File: src/rtl/ifetch_unit.sv
module ifetch_unit #(
  parameter logic [31:0] RESET_VEC = 32'h0000_1000,
  parameter int          CAUSE_W   = 4
) (
  input  logic               clk,
  input  logic               rst_n,
  input  logic               fetch_req,
  input  logic               redir_valid,
  input  logic [31:0]        redir_pc,
  output logic               busy,
  output logic               ibus_req_valid,
  input  logic               ibus_req_ready,
  output logic [31:0]        ibus_req_addr,
  output logic               ibus_req_we,
  output logic [1:0]         ibus_req_size,
  output logic [31:0]        ibus_req_wdata,
  output logic [3:0]         ibus_req_wstrb,
  output logic [3:0]         ibus_req_amo,
  input  logic               ibus_rsp_valid,
  output logic               ibus_rsp_ready,
  input  logic [31:0]        ibus_rsp_rdata,
  input  logic               ibus_rsp_err,
  output logic               done_valid,
  output logic               done_trap,
  output logic [CAUSE_W-1:0] done_cause,
  output logic [31:0]        done_instr,
  output logic [31:0]        done_pc
);

  localparam logic [CAUSE_W-1:0] CAUSE_MISAL = CAUSE_W'(0);
  localparam logic [CAUSE_W-1:0] CAUSE_FAULT = CAUSE_W'(1);
  localparam logic [1:0]         SIZE_WORD   = 2'b10;

  typedef enum logic [1:0] {S_IDLE, S_REQ, S_RSP} state_t;

  state_t      st;
  logic [31:0] pc_q;
  logic [31:0] pc_eff;
  logic        idle;
  logic        misal;

  assign idle   = (st == S_IDLE);
  assign pc_eff = redir_valid ? redir_pc : pc_q;
  assign misal  = (pc_eff[1:0] != 2'b00);

  assign busy           = !idle;
  assign ibus_req_valid = (st == S_REQ);
  assign ibus_rsp_ready = (st == S_RSP);
  assign ibus_req_addr  = pc_q;
  assign ibus_req_we    = 1'b0;
  assign ibus_req_size  = SIZE_WORD;
  assign ibus_req_wdata = '0;
  assign ibus_req_wstrb = '0;
  assign ibus_req_amo   = '0;

  always_ff @(posedge clk) begin
    if (!rst_n) begin
      st         <= S_IDLE;
      pc_q       <= RESET_VEC;
      done_valid <= 1'b0;
      done_trap  <= 1'b0;
      done_cause <= '0;
      done_instr <= '0;
      done_pc    <= '0;
    end else begin
      done_valid <= 1'b0;
      case (st)
        S_IDLE: begin
          if (redir_valid) pc_q <= redir_pc;
          if (fetch_req) begin
            if (misal) begin
              done_valid <= 1'b1;
              done_trap  <= 1'b1;
              done_cause <= CAUSE_MISAL;
              done_instr <= '0;
              done_pc    <= pc_eff;
            end else begin
              st <= S_REQ;
            end
          end
        end
        S_REQ: begin
          if (ibus_req_ready) st <= S_RSP;
        end
        S_RSP: begin
          if (ibus_rsp_valid) begin
            st         <= S_IDLE;
            done_valid <= 1'b1;
            done_pc    <= pc_q;
            if (ibus_rsp_err) begin
              done_trap  <= 1'b1;
              done_cause <= CAUSE_FAULT;
              done_instr <= '0;
            end else begin
              done_trap  <= 1'b0;
              done_cause <= '0;
              done_instr <= ibus_rsp_rdata;
              pc_q       <= pc_q + 32'd4;
            end
          end
        end
        default: st <= S_IDLE;
      endcase
    end
  end

endmodule

File: config.mk
export PLATFORM = sky130hd
export DESIGN_NAME = ifetch_unit
export DESIGN_NICKNAME = d
export VERILOG_FILES = /design/src/rtl/ifetch_unit.sv
export SDC_FILE = /design/constraint.sdc
export NUM_CORES = 1
export LEC_CHECK = 0
export ABC_AREA = 1
export BUFFER_PORTS_ARGS = -buffer_cell sky130_fd_sc_hd__buf_4
export CAP_MARGIN = 10
export CORE_ASPECT_RATIO = 0.7
export CORE_MARGIN = 2
export CORE_UTILIZATION = 52
export DETAILED_ROUTE_END_ITERATION = 8
export GPL_TIMING_DRIVEN = 0
export PLACE_DENSITY = 0.84
export SETUP_SLACK_MARGIN = 0.1
export SKIP_LAST_GASP = 1
export SYNTH_ARGS = -nofsm -noshare
export SYNTH_HDL_FRONTEND = slang
export SYNTH_SLANG_ARGS = --single-unit
File: constraint.sdc
create_clock -name clk -period 4.2 [get_ports clk]
set_input_delay 0.84 -clock clk [delete_from_list [all_inputs] [get_ports clk]]
set_output_delay 0.84 -clock clk [all_outputs]
set_load 0.01 [all_outputs]
==> flow_metrics.py, run 1 <==
metrics = {
    "clock_tree": {
        "holdBufCountCts": 0,
        "cts_buffers": 9,
        "cts_tree": "done",
        "cts.htree.levels": 3,
        "cts_resized": 0,
        "clk_pin_slew_worst_paths_ns": 0.07,
        "cts-root-buf": "clkbuf_16",
        "clockBufferDepth": 2,
        "cts_setup_buffers": 0,
        "insertion_delay_ns": 0.35,
        "numClockSinks": 101,
    },
    "floorplan": {
        "initial_utilization": 0.542,
        "pin_count": 219,
        "rows": 32,
        "die_y_um": 94.4,
        "coreArea_um2": 11200,
        "die_w_um": 133,
        "dieArea_um2": 12600,
    },
    "global_route": {
        "antenna_found_initial": 0,
        "grt_pass1_vias": 6102,
        "grtUsageTotal": 0.319,
        "grt_max_degree": 18,
        "grt_pass1_wl_mm": 31.6,
        "overflow": 0,
    },
    "critical_path": {
        "critical_path.max_fanout": 10,
        "worstPathRequired_ns": 3.36,
        "critPathArrivalTime_ns": 1.82,
        "critPathCaptureType": "output pin",
        "path_class": "flip-flop to output pin",
        "worstSetupStartpointType": "flip-flop",
        "rrSetupSlack_ns": 2.28,
    },
    "sta": {
        "slew_headroom": 0.531,
        "setup_viol": 0,
        "skew_ns": 0.00667,
        "tightest_slew_ns": 0.703,
        "rsz0062_at_grt": "false",
        "maxSlewViolCount": 0,
        "hold_viol_final": 0,
        "period_share": 0.632,
        "fmax_mhz": 377,
        "final.setup.tns_ns": 0,
        "post-route-min-period_ns": 2.66,
    },
    "logic_synthesis": {
        "yosysMostFrequentCell": "nand2_1",
        "synth_commonest_cells": "nand2_1, nor2_1, dfxtp_1, inv_1, buf_4",
        "yosysUniqueCellTypes": 25,
        "syn_avg_cell_area_um2": 5.80,
        "synth_top_area_frac": 0.333,
        "synthArstFlopShare": 0,
        "synth-seq-cells": 101,
        "ys_seq_area_frac": 0.333,
        "synthCells": 1047,
        "syn_area_um2": 6080,
        "yosys_most_used_dff": "dfxtp_1",
        "yosysWarnings": 0,
        "yosys.area.top_type": "dfxtp_1",
        "synthTopCellsByArea": "dfxtp_1, nand2_1, nor2_1, inv_1, buf_4",
        "synth-edff-count": 0,
    },
    "drt": {
        "wl_per_cell_um": 14.3,
        "drt-vias-per-instance": 5.00,
        "drt_pass1_iterations": 6,
        "drtIter0Drc": 828,
        "drc": 0,
        "via_count": 7150,
        "wl_mm": 20.5,
        "detail-route-antenna-nets": 0,
    },
    "layout": {
        "syn_to_final_growth_pct": 32.3,
        "num-fill-cells": 1046,
        "postLayoutCoreUtil": 0.717,
        "nNetsFinal": 1345,
        "num_antenna_cells": 0,
        "final_area_um2": 8040,
        "drive_above_1_share": 0.216,
    },
    "power_and_ir_drop": {
        "powerDensity_nw_per_um2": 377,
        "leakage_uw": 0.00419,
        "finalPower_uw": 3030,
        "ir_drop_mv": 0.249,
    },
    "placement": {
        "hpwl_mm": 15.7,
        "port_buffers": 171,
        "placed_area_um2": 7720,
        "finalWeightedCongestion": 0.998,
    },
    "run_status": {
        "status": "completed",
    },
    "run": {
        "drv_cap": 0,
    },
    "hold_path": {
        "hold_path_class": "flip-flop to flip-flop",
    },
}
[cell type report]
type	count	area (µm²)	share of cell area
multi-input combinational	795	3280	0.408
sequential	101	2020	0.252
timing repair buffer	171	1280	0.160
buffer	92	554	0.0689
inverter	103	387	0.0481
clock buffer	9	225	0.0280
tap	153	191	0.0238
clock inverter	7	96.3	0.0120
[worst paths after layout]
path,startpoint,endpoint,depth (start not counted)
max reg2reg,ibus_req_addr[9],ibus_req_addr[29],9
min,done_pc[1],done_pc[1],2
min reg2reg,done_pc[1],done_pc[1],2
max,st[1],ibus_rsp_ready,5
[metrics by stage]
stage               cells  hold slack [ns]  setup slack, ns
floorplan            1091            0.503             2.36
global placement     1415            0.466             1.83
detailed placement   1415            0.475             1.82
CTS                  1431            0.488             1.60
global route         1431            0.507             1.49
finish               1431            0.487             1.54
[cell families after synthesis]
group,Yosys count,synth area share
other cells,2,0.00124
fa+ha+maj,1,0.00206
compound gates,109,0.0943
simple gates,639,0.415
buf+inv,195,0.155
flops,101,0.333
[power breakdown]
| part | switching (µW) | leakage, µW | internal, µW |
|---|---|---|---|
| Combinational | 528 | 0.00319 | 386 |
| Clock | 398 | 0.000160 | 526 |
| Sequential | 114 | 0.000835 | 1080 |
| Total | 1040 | 0.00419 | 1990 |
[sequential cells by signal, summed over array words and instances, names as in the netlist]
signal / count
done_instr: 32
done_trap: 1
st: 2
done_valid: 1
done_pc: 32
done_cause: 1
ibus_req_addr: 32
[layout by cell type, fill, tap and decap left out]
cell       instances
buf_4            218
o211ai_1           3
inv_6              2
ha_1               1
nor2_1           254
inv_2              4
clkinv_4           1
clkinv_2           2
nand2_2            5
o21ai_2            1
nand2_1          309
and2_1             1
clkbuf_1          15
inv_1             99
a21oi_1           43
nand3_2            1
dfxtp_1          101
nand3_1           40
nor3_1            17
o21ai_1           15
buf_2             26
clkbuf_16          9
o21a_1             5
nor2_2             5
o2111ai_1          1
buf_1              4
conb_1            46
bufinv_16          2
o21ai_0           41
nand4_1            7
[metal layers]
metal,track usage,up-vias,part of all wire
met5,0,-,0
li1,-,3573,-
met4,0.0745,0,0.012
met3,0.0746,26,0.12
met2,0.483,402,0.41
met1,0.460,3149,0.46
[critical path, cell delays in order (launching register included)]
cell,delay [ns]
dfxtp_1,0.43
inv_2,0.05
nor2_2,0.18
buf_2,0.28
buf_2,0.33
buf_4,0.18
No activity file was read; power rests on OpenSTA's default activity.
==> inputs of run 2 (changes only) <==
--- a/config.mk
+++ b/config.mk
@@ -10,10 +10,10 @@
 export CAP_MARGIN = 10
 export CORE_ASPECT_RATIO = 0.7
 export CORE_MARGIN = 2
-export CORE_UTILIZATION = 52
+export CORE_UTILIZATION = 51
 export DETAILED_ROUTE_END_ITERATION = 8
 export GPL_TIMING_DRIVEN = 0
-export PLACE_DENSITY = 0.84
+export PLACE_DENSITY = 0.83
 export SETUP_SLACK_MARGIN = 0.1
 export SKIP_LAST_GASP = 1
 export SYNTH_ARGS = -nofsm -noshare
==> constraint.sdc (replaced) <==
create_clock -name clk -period 2.55 [get_ports clk]
set_input_delay 0.51 -clock clk [delete_from_list [all_inputs] [get_ports clk]]
set_output_delay 0.51 -clock clk [all_outputs]
set_load 0.01 [all_outputs]
==> run 2 against run 1 <==
Power is 65% higher. Cell count grew 0.28%. Die area up 1.9%. Count of clock-buffer cells in the layout up 2. Cell area hardly changed. Critical path depth unchanged. First-iteration DRC count down 9.5%. Hold slack worse by 0.064 ns. Clock power grew 67%. Non-clock buffer count unchanged. Via count decreased by 0.43%. Critical endpoint unchanged. Largest cell class unchanged. Largest power group unchanged.
==> flow_metrics.py, run 2 (synthesis results as in run 1) <==
metrics = {
    "run_status": {
        "status": "completed",
    },
    "layout": {
        "nNetsFinal": 1345,
        "mostFrequentLayoutCells": "nand2_1, nor2_1, buf_4",
        "num_antenna_cells": 0,
        "drive_above_1_share": 0.215,
        "syn_to_final_growth_pct": 32.4,
        "layout_commonest_cell": "nand2_1",
    },
    "power_and_ir_drop": {
        "clkPwrFrac": 0.308,
        "netSwitchingPower_uw": 1690,
        "pwr-share-seq": 0.392,
        "comb_power_share": 0.300,
        "powerDensity_nw_per_um2": 621,
        "finalPower_uw": 5000,
        "leakage_uw": 0.00418,
        "ir_drop_mv": 0.348,
        "swShare": 0.339,
        "p_int_uw": 3300,
    },
    "global_route": {
        "grt_pass1_wl_mm": 30.1,
        "antenna_found_initial": 0,
        "grt_pass1_vias": 5846,
        "overflow": 0,
        "grtUsageTotal": 0.302,
        "grt_max_degree": 17,
    },
    "sta": {
        "tightest_slew_ns": 0.736,
        "post-route-min-period_ns": 2.32,
        "slew_headroom": 0.509,
        "period_share": 0.908,
        "skew_ns": 0.00884,
        "maxSlewViolCount": 0,
        "setup_viol": 0,
        "hold_ws_ns": 0.423,
        "hold_viol_final": 0,
        "final.setup.tns_ns": 0,
        "fmax_mhz": 432,
        "rsz0062_at_grt": "false",
    },
    "drt": {
        "drt_pass1_iterations": 8,
        "drt-vias-per-instance": 4.96,
        "via_count": 7119,
        "wl_per_cell_um": 13.8,
        "detail-route-antenna-nets": 0,
        "drtIter0Drc": 749,
        "wl_mm": 19.9,
        "drc": 0,
    },
    "clock_tree": {
        "holdBufCountCts": 0,
        "cts_resized": 0,
        "numClockSinks": 101,
        "cts_buffers": 9,
        "cts.htree.levels": 3,
        "cts_setup_buffers": 0,
        "cts-root-buf": "clkbuf_16",
        "cts_tree": "done",
        "insertion_delay_ns": 0.35,
        "clk_pin_slew_worst_paths_ns": 0.07,
        "clockBufferDepth": 2,
    },
    "hold_path": {
        "hold_path_class": "primary input to flip-flop",
        "hold_start": "ibus_rsp_rdata[2]",
    },
    "floorplan": {
        "initial_utilization": 0.522,
        "die_w_um": 134,
        "dieArea_um2": 12800,
        "die_y_um": 95.3,
        "rows": 33,
        "pin_count": 219,
        "coreArea_um2": 11600,
    },
    "placement": {
        "hpwl_mm": 15.1,
        "port_buffers": 171,
        "finalWeightedCongestion": 1.00,
    },
    "critical_path": {
        "path_class": "flip-flop to output pin",
        "worstSetupStartpointType": "flip-flop",
        "critPathCaptureType": "output pin",
        "worstPathRequired_ns": 2.04,
        "rrSetupSlack_ns": 0.58,
        "critPathArrivalTime_ns": 1.81,
        "r2r_start": "st[0]",
        "crit_start": "st[1]",
        "critical_path.max_fanout": 10,
    },
    "run": {
        "drv_cap": 0,
    },
}
## run 2: changes by cell type in the layout (fill, tap and decap cells not counted)
cell	before	now
clkbuf_1	15	16
inv_6	2	1
clkinvlp_4	0	1
clkinv_2	2	1
clkbuf_8	0	1
clkinv_4	1	0
## run 2: critical path: stages (launching register included)
cell,delay [ns]
dfxtp_1,0.43
inv_2,0.06
nor2_2,0.18
buf_2,0.28
buf_2,0.32
buf_4,0.18
## run 2: routing by layer
layer / wire (µm) / track usage / vias up
li1: - / - / 3568
met1: 8770 / 0.437 / 3105
met2: 8250 / 0.452 / 401
met3: 2410 / 0.0707 / 45
met4: 434 / 0.0781 / 0
met5: 0 / 0 / -
## run 2: through the flow
stage           util  cells  cell area, µm²  worst slack (ns)
6_report       0.691   1435            8050             0.235
5_1_grt        0.691   1435            8050             0.184
4_1_cts        0.691   1435            8050             0.281
3_5_place_dp   0.663   1419            7720             0.482
3_3_place_gp   0.663   1419            7720             0.491
2_1_floorplan      -   1091            6240              1.04
## run 2: cell type report
| class | instances | area (µm²) |
|---|---|---|
| buffer | 92 | 554 |
| clock buffer | 11 | 243 |
| clock inverter | 5 | 81.3 |
| fill | 1090 | 3600 |
| inverter | 103 | 387 |
| multi-input combinational | 795 | 3280 |
| sequential | 101 | 2020 |
| tap | 157 | 196 |
| timing repair buffer | 171 | 1280 |
## run 2: final timing paths
| kind | end | depth (start not counted) |
|---|---|---|
| setup / recovery | ibus_rsp_ready | 5 |
| setup reg to reg | done_pc[12] | 8 |
| hold reg to reg | done_instr[31] | 2 |
| hold / removal | done_instr[2] | 3 |
## run 2: power groups by stage
stage | sequential (µW) | clock (µW) | combinational, µW
4_1_cts | 1950 | 1530 | 1480
5_1_grt | 1980 | 1600 | 1660
2_1_floorplan | 2040 | 0 | 789
6_report | 1960 | 1540 | 1500
3_5_place_dp | 1990 | 0 | 1470
3_3_place_gp | 1980 | 0 | 1450
==> inputs of run 3 (changes only) <==
--- a/config.mk
+++ b/config.mk
@@ -10,10 +10,11 @@
 export CAP_MARGIN = 10
 export CORE_ASPECT_RATIO = 0.7
 export CORE_MARGIN = 2
-export CORE_UTILIZATION = 51
+export CORE_UTILIZATION = 52
+export CTS_BUF_LIST = sky130_fd_sc_hd__clkbuf_4
+export CTS_CLUSTER_DIAMETER = 100
 export DETAILED_ROUTE_END_ITERATION = 8
-export GPL_TIMING_DRIVEN = 0
-export PLACE_DENSITY = 0.83
+export PLACE_DENSITY = 0.84
 export SETUP_SLACK_MARGIN = 0.1
 export SKIP_LAST_GASP = 1
 export SYNTH_ARGS = -nofsm -noshare
==> run 3 against run 2 <==
Non-clock buffer count shrank 83. Clock power shrank 44%. Utilization shrank 3.2 points. Wire length shrank 15%. Sequential cell count is the same. Sequential power is essentially flat. Clock skew grew 0.0067 ns. Sequential share of layout area grew 2.2 points. Power shrank 16%. Combinational power shrank 9%. Global-route usage shrank 4.0 points. Critical path type unchanged. Critical endpoint unchanged.
==> flow_metrics.py, run 3 (synthesis results as in run 1) <==
metrics = {
    "critical_path": {
        "critical_path.max_fanout": 29,
        "path_class": "flip-flop to output pin",
        "critPathCaptureType": "output pin",
        "critPathArrivalTime_ns": 1.62,
        "worstSetupStartpointType": "flip-flop",
        "worstPathRequired_ns": 2.04,
    },
    "sta": {
        "final.setup.worst_slack_ns": 0.425,
        "fmax_mhz": 471,
        "post-route-min-period_ns": 2.13,
        "hold_viol_final": 0,
        "maxSlewViolCount": 0,
        "period_share": 0.833,
        "setup_viol": 0,
        "skew_ns": 0.0155,
        "tightest_slew_ns": 1.09,
        "slew_headroom": 0.273,
        "final.setup.tns_ns": 0,
        "rsz0062_at_grt": "false",
    },
    "clock_tree": {
        "clockBufferDepth": 2,
        "cts_resized": 0,
        "cts-root-buf": "clkbuf_4",
        "cts_buffers": 9,
        "holdBufCountCts": 0,
        "clk_pin_slew_worst_paths_ns": 0.16,
        "cts_setup_buffers": 0,
        "numClockSinks": 101,
        "cts.htree.levels": 3,
        "cts_tree": "done",
        "insertion_delay_ns": 0.46,
    },
    "global_route": {
        "grt_pass1_wl_mm": 26.9,
        "antenna_found_initial": 0,
        "grt_max_degree": 73,
        "overflow": 0,
        "grt_pass1_vias": 5431,
        "grtUsageTotal": 0.262,
    },
    "power_and_ir_drop": {
        "ir_drop_mv": 0.297,
        "powerDensity_nw_per_um2": 566,
        "leakage_uw": 0.00376,
    },
    "placement": {
        "place_ws_ns": 0.419,
        "hpwl_mm": 12.1,
        "finalWeightedCongestion": 0.937,
        "placed_area_um2": 7260,
        "port_buffers": 172,
        "dp.cells": 1332,
    },
    "floorplan": {
        "die_y_um": 94.4,
        "initial_utilization": 0.542,
        "pin_count": 219,
        "die_w_um": 133,
        "dieArea_um2": 12600,
        "rows": 32,
        "coreArea_um2": 11200,
    },
    "hold_path": {
        "hold_path_class": "primary input to flip-flop",
    },
    "drt": {
        "drt_pass1_iterations": 5,
        "drt-vias-per-instance": 4.85,
        "detail-route-antenna-nets": 0,
        "wl_per_cell_um": 12.5,
        "drc": 0,
        "via_count": 6529,
        "drtIter0Drc": 597,
        "wl_mm": 16.8,
    },
    "layout": {
        "stdcell_count": 1347,
        "nNetsFinal": 1262,
        "final_area_um2": 7390,
        "drive_above_1_share": 0.176,
        "num_antenna_cells": 0,
        "mostFrequentLayoutCells": "nand2_1, nor2_1, buf_4",
        "syn_to_final_growth_pct": 21.7,
        "layout_commonest_cell": "nand2_1",
    },
    "run_status": {
        "status": "completed",
    },
    "run": {
        "drv_cap": 0,
    },
}
run 3: where the power goes:
| part | switching (µW) | internal [µW] | total, µW |
|---|---|---|---|
| logic | 790 | 580 | 1370 |
| clock network | 541 | 316 | 857 |
| registers | 183 | 1780 | 1960 |
| total | 1510 | 2670 | 4190 |
run 3: area by class of cell:
type | count | area, µm²
flip-flops and latches | 101 | 2020
clock inverters | 4 | 50.0
fillers | 1033 | 3820
multi-input cells | 795 | 3280
clock buffers | 11 | 82.6
inverters | 103 | 387
well taps | 153 | 191
repair buffers | 180 | 1380
run 3: path summary, 6_finish.rpt:
| kind | from | to | slack (ns) | cells after the start |
|---|---|---|---|---|
| worst max-delay path | st[1] | ibus_rsp_ready | 0.42 | 4 |
| worst min-delay path | ibus_rsp_rdata[31] | done_instr[31] | 0.30 | 3 |
| worst max register to register | st[0] | done_pc[16] | 0.50 | 9 |
| worst min register to register | done_pc[24] | done_pc[24] | 0.49 | 2 |
run 3: critical path, stage by stage (launching register included):
cell	delay, ns
dfxtp_1	0.46
inv_2	0.05
nor2_2	0.12
buf_4	0.34
buf_4	0.19
run 3: routing by layer:
| layer | wire length, µm | part of all wire | global-route usage | vias up |
|---|---|---|---|---|
| li1 | - | - | - | 3401 |
| met1 | 7900 | 0.47 | 0.392 | 2814 |
| met2 | 7150 | 0.43 | 0.392 | 293 |
| met3 | 1570 | 0.093 | 0.0472 | 21 |
| met4 | 195 | 0.012 | 0.0541 | 0 |
| met5 | 0 | 0 | 0 | - |
run 3: stage by stage:
step	total power, µW	util	hold WS (ns)
2_1_floorplan	2830	-	0.503
3_3_place_gp	3330	0.648	0.466
3_5_place_dp	3350	0.648	0.472
4_1_cts	4190	0.659	0.284
5_1_grt	4460	0.659	0.281
6_report	4190	0.659	0.299
